<file path="src/rtl/gpio_fsel_pkg.sv">
`timescale 1ns/1ps
package gpio_fsel_pkg;
  localparam int FSEL_W  = 3;
  localparam int NUM_ALT = 6;

  typedef enum logic [FSEL_W-1:0] {
    FS_INPUT  = 3'd0,
    FS_OUTPUT = 3'd1,
    FS_ALT_F  = 3'd2,
    FS_ALT_E  = 3'd3,
    FS_ALT_A  = 3'd4,
    FS_ALT_B  = 3'd5,
    FS_ALT_C  = 3'd6,
    FS_ALT_D  = 3'd7
  } fsel_code_e;

  // Non-monotonic mapping from function code to alternate-select bit
  function automatic logic [NUM_ALT-1:0] alt_onehot(input logic [FSEL_W-1:0] code);
    logic [NUM_ALT-1:0] r;
    case (fsel_code_e'(code))
      FS_ALT_A: r = 6'b000001;
      FS_ALT_B: r = 6'b000010;
      FS_ALT_C: r = 6'b000100;
      FS_ALT_D: r = 6'b001000;
      FS_ALT_E: r = 6'b010000;
      FS_ALT_F: r = 6'b100000;
      default:  r = '0;
    endcase
    return r;
  endfunction
endpackage

</file>
<file path="src/rtl/gpio_fsel_bank.sv">
`timescale 1ns/1ps
module gpio_fsel_bank
  import gpio_fsel_pkg::*;
#(
  parameter int NUM_PINS      = 54,
  parameter int DATA_W        = 32,
  parameter int IDX_W         = 6,
  parameter int PINS_PER_WORD = 10,
  parameter int FSEL_BASE     = 0
) (
  input  logic                       clk,
  input  logic                       rst,
  input  logic                       wr_en,
  input  logic [IDX_W-1:0]           wr_idx,
  input  logic [DATA_W-1:0]          wdata,
  input  logic [IDX_W-1:0]           rd_idx,
  output logic [DATA_W-1:0]          rd_word,
  output logic [NUM_PINS-1:0]        oe_q,
  output logic [NUM_PINS*NUM_ALT-1:0] alt_q
);
  localparam int CODE_BITS = NUM_PINS * FSEL_W;

  logic [CODE_BITS-1:0] code_q;
  logic unused_wdata;
  assign unused_wdata = ^wdata;

  // Code storage: each pin picks its slice out of its own select word
  always_ff @(posedge clk) begin
    if (rst) begin
      code_q <= '0;
    end else if (wr_en) begin
      for (int p = 0; p < NUM_PINS; p++) begin
        if (wr_idx == IDX_W'(FSEL_BASE + p / PINS_PER_WORD))
          code_q[p*FSEL_W +: FSEL_W] <= wdata[FSEL_W*(p % PINS_PER_WORD) +: FSEL_W];
      end
    end
  end

  // Registered decode toward the pad mux
  always_ff @(posedge clk) begin
    if (rst) begin
      oe_q  <= '0;
      alt_q <= '0;
    end else begin
      for (int p = 0; p < NUM_PINS; p++) begin
        oe_q[p]                   <= (code_q[p*FSEL_W +: FSEL_W] == FS_OUTPUT);
        alt_q[p*NUM_ALT +: NUM_ALT] <= alt_onehot(code_q[p*FSEL_W +: FSEL_W]);
      end
    end
  end

  // Read-back of one select word; absent slots stay zero
  always_comb begin
    rd_word = '0;
    for (int p = 0; p < NUM_PINS; p++) begin
      if (rd_idx == IDX_W'(FSEL_BASE + p / PINS_PER_WORD))
        rd_word[FSEL_W*(p % PINS_PER_WORD) +: FSEL_W] = code_q[p*FSEL_W +: FSEL_W];
    end
  end
endmodule

</file>
<file path="src/rtl/gpio_out_latch.sv">
`timescale 1ns/1ps
module gpio_out_latch #(
  parameter int NUM_PINS = 54,
  parameter int DATA_W   = 32,
  parameter int IDX_W    = 6,
  parameter int SET_BASE = 7,
  parameter int CLR_BASE = 10
) (
  input  logic                clk,
  input  logic                rst,
  input  logic                wr_en,
  input  logic [IDX_W-1:0]    wr_idx,
  input  logic [DATA_W-1:0]   wdata,
  output logic [NUM_PINS-1:0] out_q
);
  always_ff @(posedge clk) begin
    if (rst) begin
      out_q <= '0;
    end else if (wr_en) begin
      for (int p = 0; p < NUM_PINS; p++) begin
        if (wr_idx == IDX_W'(SET_BASE + p / DATA_W) && wdata[p % DATA_W])
          out_q[p] <= 1'b1;
        else if (wr_idx == IDX_W'(CLR_BASE + p / DATA_W) && wdata[p % DATA_W])
          out_q[p] <= 1'b0;
      end
    end
  end
endmodule

</file>
<file path="src/rtl/gpio_in_sync.sv">
`timescale 1ns/1ps
module gpio_in_sync #(
  parameter int NUM_PINS = 54,
  parameter int STAGES   = 2
) (
  input  logic                clk,
  input  logic                rst,
  input  logic [NUM_PINS-1:0] pin_in,
  output logic [NUM_PINS-1:0] lvl
);
  logic [NUM_PINS-1:0] stage_q [STAGES];

  always_ff @(posedge clk) begin
    if (rst) begin
      for (int s = 0; s < STAGES; s++) stage_q[s] <= '0;
    end else begin
      stage_q[0] <= pin_in;
      for (int s = 1; s < STAGES; s++) stage_q[s] <= stage_q[s-1];
    end
  end

  assign lvl = stage_q[STAGES-1];
endmodule

</file>
<file path="src/rtl/gpio_fsel_regs.sv">
`timescale 1ns/1ps
module gpio_fsel_regs
  import gpio_fsel_pkg::*;
#(
  parameter int NUM_PINS      = 54,
  parameter int DATA_W        = 32,
  parameter int ADDR_W        = 8,
  parameter int PINS_PER_WORD = 10,
  parameter int SYNC_STAGES   = 2,
  parameter int FSEL_BASE     = 0,
  parameter int SET_BASE      = 7,
  parameter int CLR_BASE      = 10,
  parameter int LEV_BASE      = 13
) (
  input  logic                        clk,
  input  logic                        rst,
  input  logic                        bus_wr,
  input  logic                        bus_rd,
  input  logic [ADDR_W-1:0]           bus_addr,
  input  logic [DATA_W-1:0]           bus_wdata,
  output logic [DATA_W-1:0]           bus_rdata,
  input  logic [NUM_PINS-1:0]         pin_in,
  output logic [NUM_PINS-1:0]         pin_out,
  output logic [NUM_PINS-1:0]         pin_oe,
  output logic [NUM_PINS*NUM_ALT-1:0] alt_sel
);
  localparam int IDX_W     = ADDR_W - 2;
  localparam int NUM_BANKS = (NUM_PINS + DATA_W - 1) / DATA_W;

  logic [IDX_W-1:0]            bus_idx;
  logic [1:0]                  unused_addr_lo;
  logic [DATA_W-1:0]           fsel_rd;
  logic [NUM_PINS-1:0]         lvl_sync;
  logic [NUM_BANKS*DATA_W-1:0] lvl_pad;
  logic [DATA_W-1:0]           rd_mux;
  logic [DATA_W-1:0]           rdata_q;

  assign bus_idx        = bus_addr[ADDR_W-1:2];
  assign unused_addr_lo = bus_addr[1:0];

  gpio_fsel_bank #(
    .NUM_PINS(NUM_PINS), .DATA_W(DATA_W), .IDX_W(IDX_W),
    .PINS_PER_WORD(PINS_PER_WORD), .FSEL_BASE(FSEL_BASE)
  ) u_fsel (
    .clk(clk), .rst(rst), .wr_en(bus_wr), .wr_idx(bus_idx), .wdata(bus_wdata),
    .rd_idx(bus_idx), .rd_word(fsel_rd), .oe_q(pin_oe), .alt_q(alt_sel)
  );

  gpio_out_latch #(
    .NUM_PINS(NUM_PINS), .DATA_W(DATA_W), .IDX_W(IDX_W),
    .SET_BASE(SET_BASE), .CLR_BASE(CLR_BASE)
  ) u_out (
    .clk(clk), .rst(rst), .wr_en(bus_wr), .wr_idx(bus_idx), .wdata(bus_wdata),
    .out_q(pin_out)
  );

  gpio_in_sync #(
    .NUM_PINS(NUM_PINS), .STAGES(SYNC_STAGES)
  ) u_sync (
    .clk(clk), .rst(rst), .pin_in(pin_in), .lvl(lvl_sync)
  );

  // Read mux: select words come from the bank, levels are added here,
  // set/clear and unmapped words fall through as zero
  always_comb begin
    lvl_pad = '0;
    lvl_pad[NUM_PINS-1:0] = lvl_sync;
    rd_mux = fsel_rd;
    for (int b = 0; b < NUM_BANKS; b++) begin
      if (bus_idx == IDX_W'(LEV_BASE + b))
        rd_mux = lvl_pad[b*DATA_W +: DATA_W];
    end
  end

  always_ff @(posedge clk) begin
    if (rst)         rdata_q <= '0;
    else if (bus_rd) rdata_q <= rd_mux;
  end

  assign bus_rdata = rdata_q;
endmodule

</file>
<file path="config.mk">
export PLATFORM = sky130hd
export DESIGN_NAME = gpio_fsel_regs
export DESIGN_NICKNAME = d
export VERILOG_FILES = /design/src/rtl/gpio_fsel_pkg.sv /design/src/rtl/gpio_fsel_bank.sv /design/src/rtl/gpio_out_latch.sv /design/src/rtl/gpio_in_sync.sv /design/src/rtl/gpio_fsel_regs.sv
export SDC_FILE = /design/constraint.sdc
export NUM_CORES = 1
export LEC_CHECK = 0
export ABC_CLOCK_PERIOD_IN_PS = 2200
export BUFFER_PORTS_ARGS = -buffer_cell sky130_fd_sc_hd__buf_2
export CAP_MARGIN = 10
export CORE_MARGIN = 2
export CORE_UTILIZATION = 45
export CTS_CLUSTER_DIAMETER = 60
export DETAILED_ROUTE_END_ITERATION = 10
export PLACE_DENSITY = 0.73
export SKIP_CTS_REPAIR_TIMING = 1
export SLEW_MARGIN = 5
export SYNTH_ARGS = -nofsm -noshare
export SYNTH_HDL_FRONTEND = slang
export SYNTH_HIERARCHICAL = 1
export SYNTH_SLANG_ARGS = --single-unit
export TNS_END_PERCENT = 5
</file>
<file path="constraint.sdc">
create_clock -name clk -period 2.2 [get_ports clk]
set_input_delay 0.22 -clock clk [delete_from_list [all_inputs] [get_ports clk]]
set_output_delay 0.22 -clock clk [all_outputs]
set_load 0.05 [all_outputs]
</file>
## Yosys cells after proc, flatten, opt, wreduce, memory -nomap -nowiden

Memories as Yosys holds them, arrays and structs flattened.
Cells that the tools add are included.

- $mul: 0
- Bitwise logic cells: 2
- Equality and inequality tests: 389
- Shifts and indexed selects: 0
- $lt $le $gt $ge: 0
- Reduce and logical (&&, ||, !) cells: 223
- Muxes and demuxes: 223
- Div/mod/pow operators: 0
- Add/sub/neg operators: 0

Operators with widths:

| cell | count |
|---|---|
| 6-bit case mux with 6 select lines | 54 |
| 3-bit equality test (second input constant) | 216 |
| 3-bit by 2-bit equality test with 1-bit output (second input constant) | 108 |
| 3-bit by 1-bit equality test with 1-bit output (second input constant) | 54 |
| 3-bit two-way mux | 54 |
| 2-bit AND reduction | 60 |
| 1-bit two-way mux | 111 |
| 1-bit logical AND | 108 |
| 54-bit two-way mux | 2 |
| 2-bit nonzero test | 54 |
| 32-bit two-way mux | 2 |
| 6-bit by 4-bit equality test with 1-bit output (second input constant) | 5 |
| 6-bit by 3-bit equality test with 1-bit output (second input constant) | 3 |
| 6-bit by 2-bit equality test with 1-bit output (second input constant) | 2 |
| 6-bit by 1-bit equality test with 1-bit output (second input constant) | 1 |
| 6-bit zero test | 1 |
| 1-bit bitwise OR | 2 |

- Bits in writable memories: 108
- Register bits after elaboration: 626
- Input port bits: 98
- Bits in latches: 0
- Output and inout bits: 464
- Bits in read-only memories: 0
- Memories kept: 1

Memory list:

| memory | depth | width | rd ports | clocked after Yosys merged registers in | write ports | line | text |
|---|---|---|---|---|---|---|---|
| u_sync.stage_q | 2 | 54 | 2 | 0 | 2 | gpio_in_sync.sv:11 | `logic [NUM_PINS-1:0] stage_q [STAGES];` |

## Depth between registers and ports, before layout

- Depth in word-level cells: 9
- Gate-level depth with buffers: 8
- Gate-level depth less buffers: 5

## Cells and area by module

Netlist, hierarchy kept.

By module, submodules not included:

| module | seq. area each (sq um) | area an instance (sq um) | cells an instance | times used |
|---|---|---|---|---|
| gpio_fsel_bank | 10810.4 | 18033.5 | 1814 | 1 |
| gpio_in_sync | 2162.1 | 3353.2 | 282 | 1 |
| gpio_out_latch | 1081.0 | 2285.9 | 253 | 1 |
| gpio_fsel_regs | 640.6 | 1784.2 | 190 | 1 |

## Worst setup path after synthesis

OpenSTA, ideal clock, no wires.

- Kind: input port to flip-flop
- Start: in bus_addr[2]
- End: reg rdata_q[10] (netlist: bus_rdata[10])
- Cell stages on the path: 7
- Arrival: 1788 ps
- Path slack: 281 ps
- Path buffers: 2
- Data required time: 2069 ps
- Cells stage by stage: clkbuf_1 buf_2 mux4_2 and2_1 a221o_1 inv_1 a221oi_2

- Cells in the longest elaborated chain, start to end: 9
- Elaborated cells on any way between the ends: 16

Ends and longest elaborated chain:

| item | line | text |
|---|---|---|
| start: declaration | gpio_fsel_regs.sv:19 | `input logic [ADDR_W-1:0] bus_addr,` |
| 6-bit zero test | gpio_fsel_bank.sv:56 | `if (rd_idx == IDX_W'(FSEL_BASE + p / PINS_PER_WORD))` |
| 3-bit two-way mux (5 in a row) | gpio_fsel_bank.sv:56 |  |
| 3-bit two-way mux (*) | gpio_fsel_bank.sv:56 |  |
| via fsel_rd[10] | gpio_fsel_regs.sv:32 | `logic [DATA_W-1:0] fsel_rd;` |
| 32-bit two-way mux (*) (2 in a row) | gpio_fsel_regs.sv:70 | `if (bus_idx == IDX_W'(LEV_BASE + b))` |
| end signal: assignment | gpio_fsel_regs.sv:77 | `else if (bus_rd) rdata_q <= rd_mux;` |
| end: declaration | gpio_fsel_regs.sv:36 | `logic [DATA_W-1:0] rdata_q;` |

Mark *: on every way through the listed nets, which the timed path passes. The rest lies on a longest branch.
A chain may end at the register's enable or synchronous reset.

==> results by group <==
Clock network
  – Root Buffer Master: clkbuf_16
  – CTS HTree Levels: 3
  – Num CTS Buffers: 76
  – CTS tree: built
  – CTS clk-pin slew, worst paths: 0.06 ns
  – Skew-Pair Late Insertion Delay: 0.63 ns
  – Clock sink count: 734
  – Clk buf depth: 3

Outcome
  – Outcome: finished with violations
  – Failing checks: negative hold slack

Floorplanning
  – Row count: 87
  – Die H: 242 um
  – Io pins: 562
  – Die area: 58500 sq um
  – Core Area: 56200 sq um
  – Initial Utilization: 0.453
  – Die Wd: 242 um

Global routing
  – Global-route total usage across every layer: 0.262
  – Largest net degree at the start of global routing: 135
  – Vias in the first global route: 19800
  – Total gr overflow: 0
  – First-pass GRT wire length: 119 mm
  – Initial antenna violation count: 8

Cells and area
  – Final non-filler cell total: 3910
  – Share of layout cells above drive strength 1: 0.252
  – Fill cells: 4735
  – NumNets Final: 3187
  – Most frequent cells in the layout: dfxtp_1, buf_2, nand2b_1
  – Commonest non-fill, non-tap cell in the layout: dfxtp_1
  – Area delta synth->final: 25.5%

Hold path
  – Min-Delay Path Class: in -> reg
  – Min-delay src: bus_wdata[16]
  – Worst hold path depth: 3
  – Hold Path End: u_fsel/code_q[16]$_SDFFE_PP0P_

Drt
  – Vias post-DR: 21100
  – Number of vias per cell: 5.40
  – Remaining DRCs: 0
  – Drt pass-1 iters: 6
  – First DRT Iteration DRCs: 1959
  – Final ANT Viol Nets: 0
  – Total wire length: 81.1 mm
  – Avg WL per Cell: 20.7 um

Worst setup path
  – FF-to-FF setup slack: 0.47 ns
  – CP Launch Type: input port
  – Crit path max-delay family: simple AND/OR/NAND/NOR gates
  – R2r endpoint: bus_rdata[5]$_SDFFE_PP0P_
  – Critical-path cell list: dlygate4sd3_1 -> buf_8 -> or3b_1 -> or4_4 -> o21ai_0
  – Worst path max stage delay: 0.66 ns
  – Crit-path max FO: 41
  – Crit path capture type: flop
  – CP max-delay cell: or4_4
  – Critical path class: in -> reg
  – Buf/Inv on CP: 2
  – CP Data Required Time: 2.72 ns
  – RR Startpoint: u_fsel/code_q[5]$_SDFFE_PP0P_
  – R2r worst-path depth: 5
  – CP arrival: 2.34 ns

Timing
  – Achievable Freq: 552 MHz
  – Worst slew pin tran: 0.914 ns
  – Final clock skew: 0.0284 ns
  – Min cycle time layout: 1.81 ns
  – Worst setup margin: 0.389 ns
  – Final Setup Violations: 0
  – Max-slew violations: 0
  – Setup_tns: 0 ns
  – Hold Fails Final Rpt: 2
  – RSZ-0062 raised after global routing: no
  – Final period utilization: 0.823
  – Hold slack: -0.00230 ns
  – Slew HR: 0.389

Pwr
  – Power Total: 27.7 mW
  – Pwr per Cell Area: 867 nW/um^2
  – Worst VDD drop: 0.584 mV
  – P_leak: 13.3 nW

Placement
  – DP Wirelength: 56.9 mm
  – Cells after DPL: 3677
  – Final GP Congestion: 0.898
  – IO Port Bufs: 559
  – Pre-CTS WS: 0.181 ns

Yosys
  – Synth top area share: 0.577
  – Distinct cell type count after synthesis: 54
  – Sequential element share of the synthesized area: 0.577
  – Syn avg cell area: 10.0 sq um
  – Leading area contributor after synthesis: dfxtp_1
  – Syn Std Cell Area: 25500 sq um
  – Synth Flop Type: dfxtp_1
  – Synth warn: 6
  – Synth area leaders: dfxtp_1, nand2b_1, nor3_1
  – Post-synth EDFFs: 0
  – Gate count after technology mapping: 2539
  – Synthesized flop and latch total: 734
  – Post-synth ARST share: 0

Job
  – Max Cap Violations: 0
## metrics by stage
| stage | util | cell area, sq um |
|---|---|---|
| floorplan | - | 25500 |
| global placement | 0.508 | 28500 |
| detailed placement | 0.508 | 28500 |
| CTS | 0.553 | 31000 |
| global route | 0.569 | 32000 |
| finish | 0.569 | 32000 |
## worst max path at each step
stage                                  start  cells after the start  slack, ns                         endpoint
3_3_place_gp                     bus_addr[7]                      8       0.23        bus_rdata[7]$_SDFFE_PP0P_
6_report                                 rst                      5       0.39     u_out/out_q[31]$_SDFFE_PP0P_
5_1_grt                                  rst                      5       0.34     u_out/out_q[30]$_SDFFE_PP0P_
2_1_floorplan                    bus_addr[2]                      7       0.28       bus_rdata[10]$_SDFFE_PP0P_
3_5_place_dp                     bus_addr[5]                      5       0.18  u_fsel/code_q[113]$_SDFFE_PP0P_
4_1_cts        u_fsel/code_q[3]$_SDFFE_PP0P_                      5       0.50        bus_rdata[3]$_SDFFE_PP0P_
## power by group
part	switching [mW]	leakage (nW)	total [mW]	internal [mW]
clock network	5.30	1.24	12.9	7.60
registers	0.0652	5.94	13.5	13.4
logic	0.856	6.10	1.31	0.454
total	6.22	13.3	27.7	21.5
## state kept, by name, indices dropped and copies added, names as in the netlist
name,cells
u_fsel/code_q,162
u_fsel/alt_q,324
u_out/out_q,54
u_sync/stage_q,108
bus_rdata,32
u_fsel/oe_q,54
## worst min-delay path: stages
cell and delay, ns:
buf_2 0.19, nand3_1 0.10, a21oi_1 0.06
## routing by layer
layer / vias to the layer above / GRT usage / share of wire / routed length, um
met1: 10100 / 0.344 / 0.43 / 34500
met4: 0 / 0.106 / 0.032 / 2590
li1: 9899 / - / - / -
met2: 1013 / 0.417 / 0.46 / 37200
met5: - / 0 / 0 / 0
met3: 145 / 0.0630 / 0.084 / 6800
## synth_stat cells, types with 18 or more instances
cell type,instances
o311ai_1,28
nor3_1,217
a221o_1,30
o22ai_1,22
o21bai_1,22
nor2b_1,101
clkbuf_1,118
a21oi_1,124
nor2_1,165
nand2_1,97
buf_4,57
o21ai_0,111
inv_1,23
buf_2,31
mux2i_1,78
nand3_1,102
o31ai_1,22
dfxtp_1,734
buf_6,18
nand2b_1,235
and3_1,19
a221oi_2,20
o21ai_1,33
nand4_1,22
o2bb2ai_1,18
## final cells by class
| cell class | instances | area [sq um] | share of cell area |
|---|---|---|---|
| inverters | 23 | 86.3 | 0.00270 |
| repair buffers | 701 | 4210 | 0.132 |
| multi-input cells | 1553 | 9470 | 0.296 |
| diodes | 6 | 15.0 | 0.000470 |
| flip-flops and latches | 734 | 14700 | 0.460 |
| clock inverters | 34 | 380 | 0.0119 |
| clock buffers | 103 | 2150 | 0.0672 |
| well taps | 756 | 946 | 0.0296 |
## logic make-up (layout without fill, tap and decap cells)
| family | Yosys count | after routing | share of synthesized area |
|---|---|---|---|
| AND/OR/NAND/NOR | 1002 | 1002 | 0.209 |
| flip-flops | 734 | 734 | 0.577 |
| AO/OA/AOI/OAI | 458 | 458 | 0.120 |
| buffers and inverters | 253 | 861 | 0.0525 |
| multiplexers | 90 | 90 | 0.0413 |
| other | 1 | 8 | 0.000147 |
| XOR/XNOR | 1 | 1 | 0.000344 |
Power figures use the tool's default switching activity.
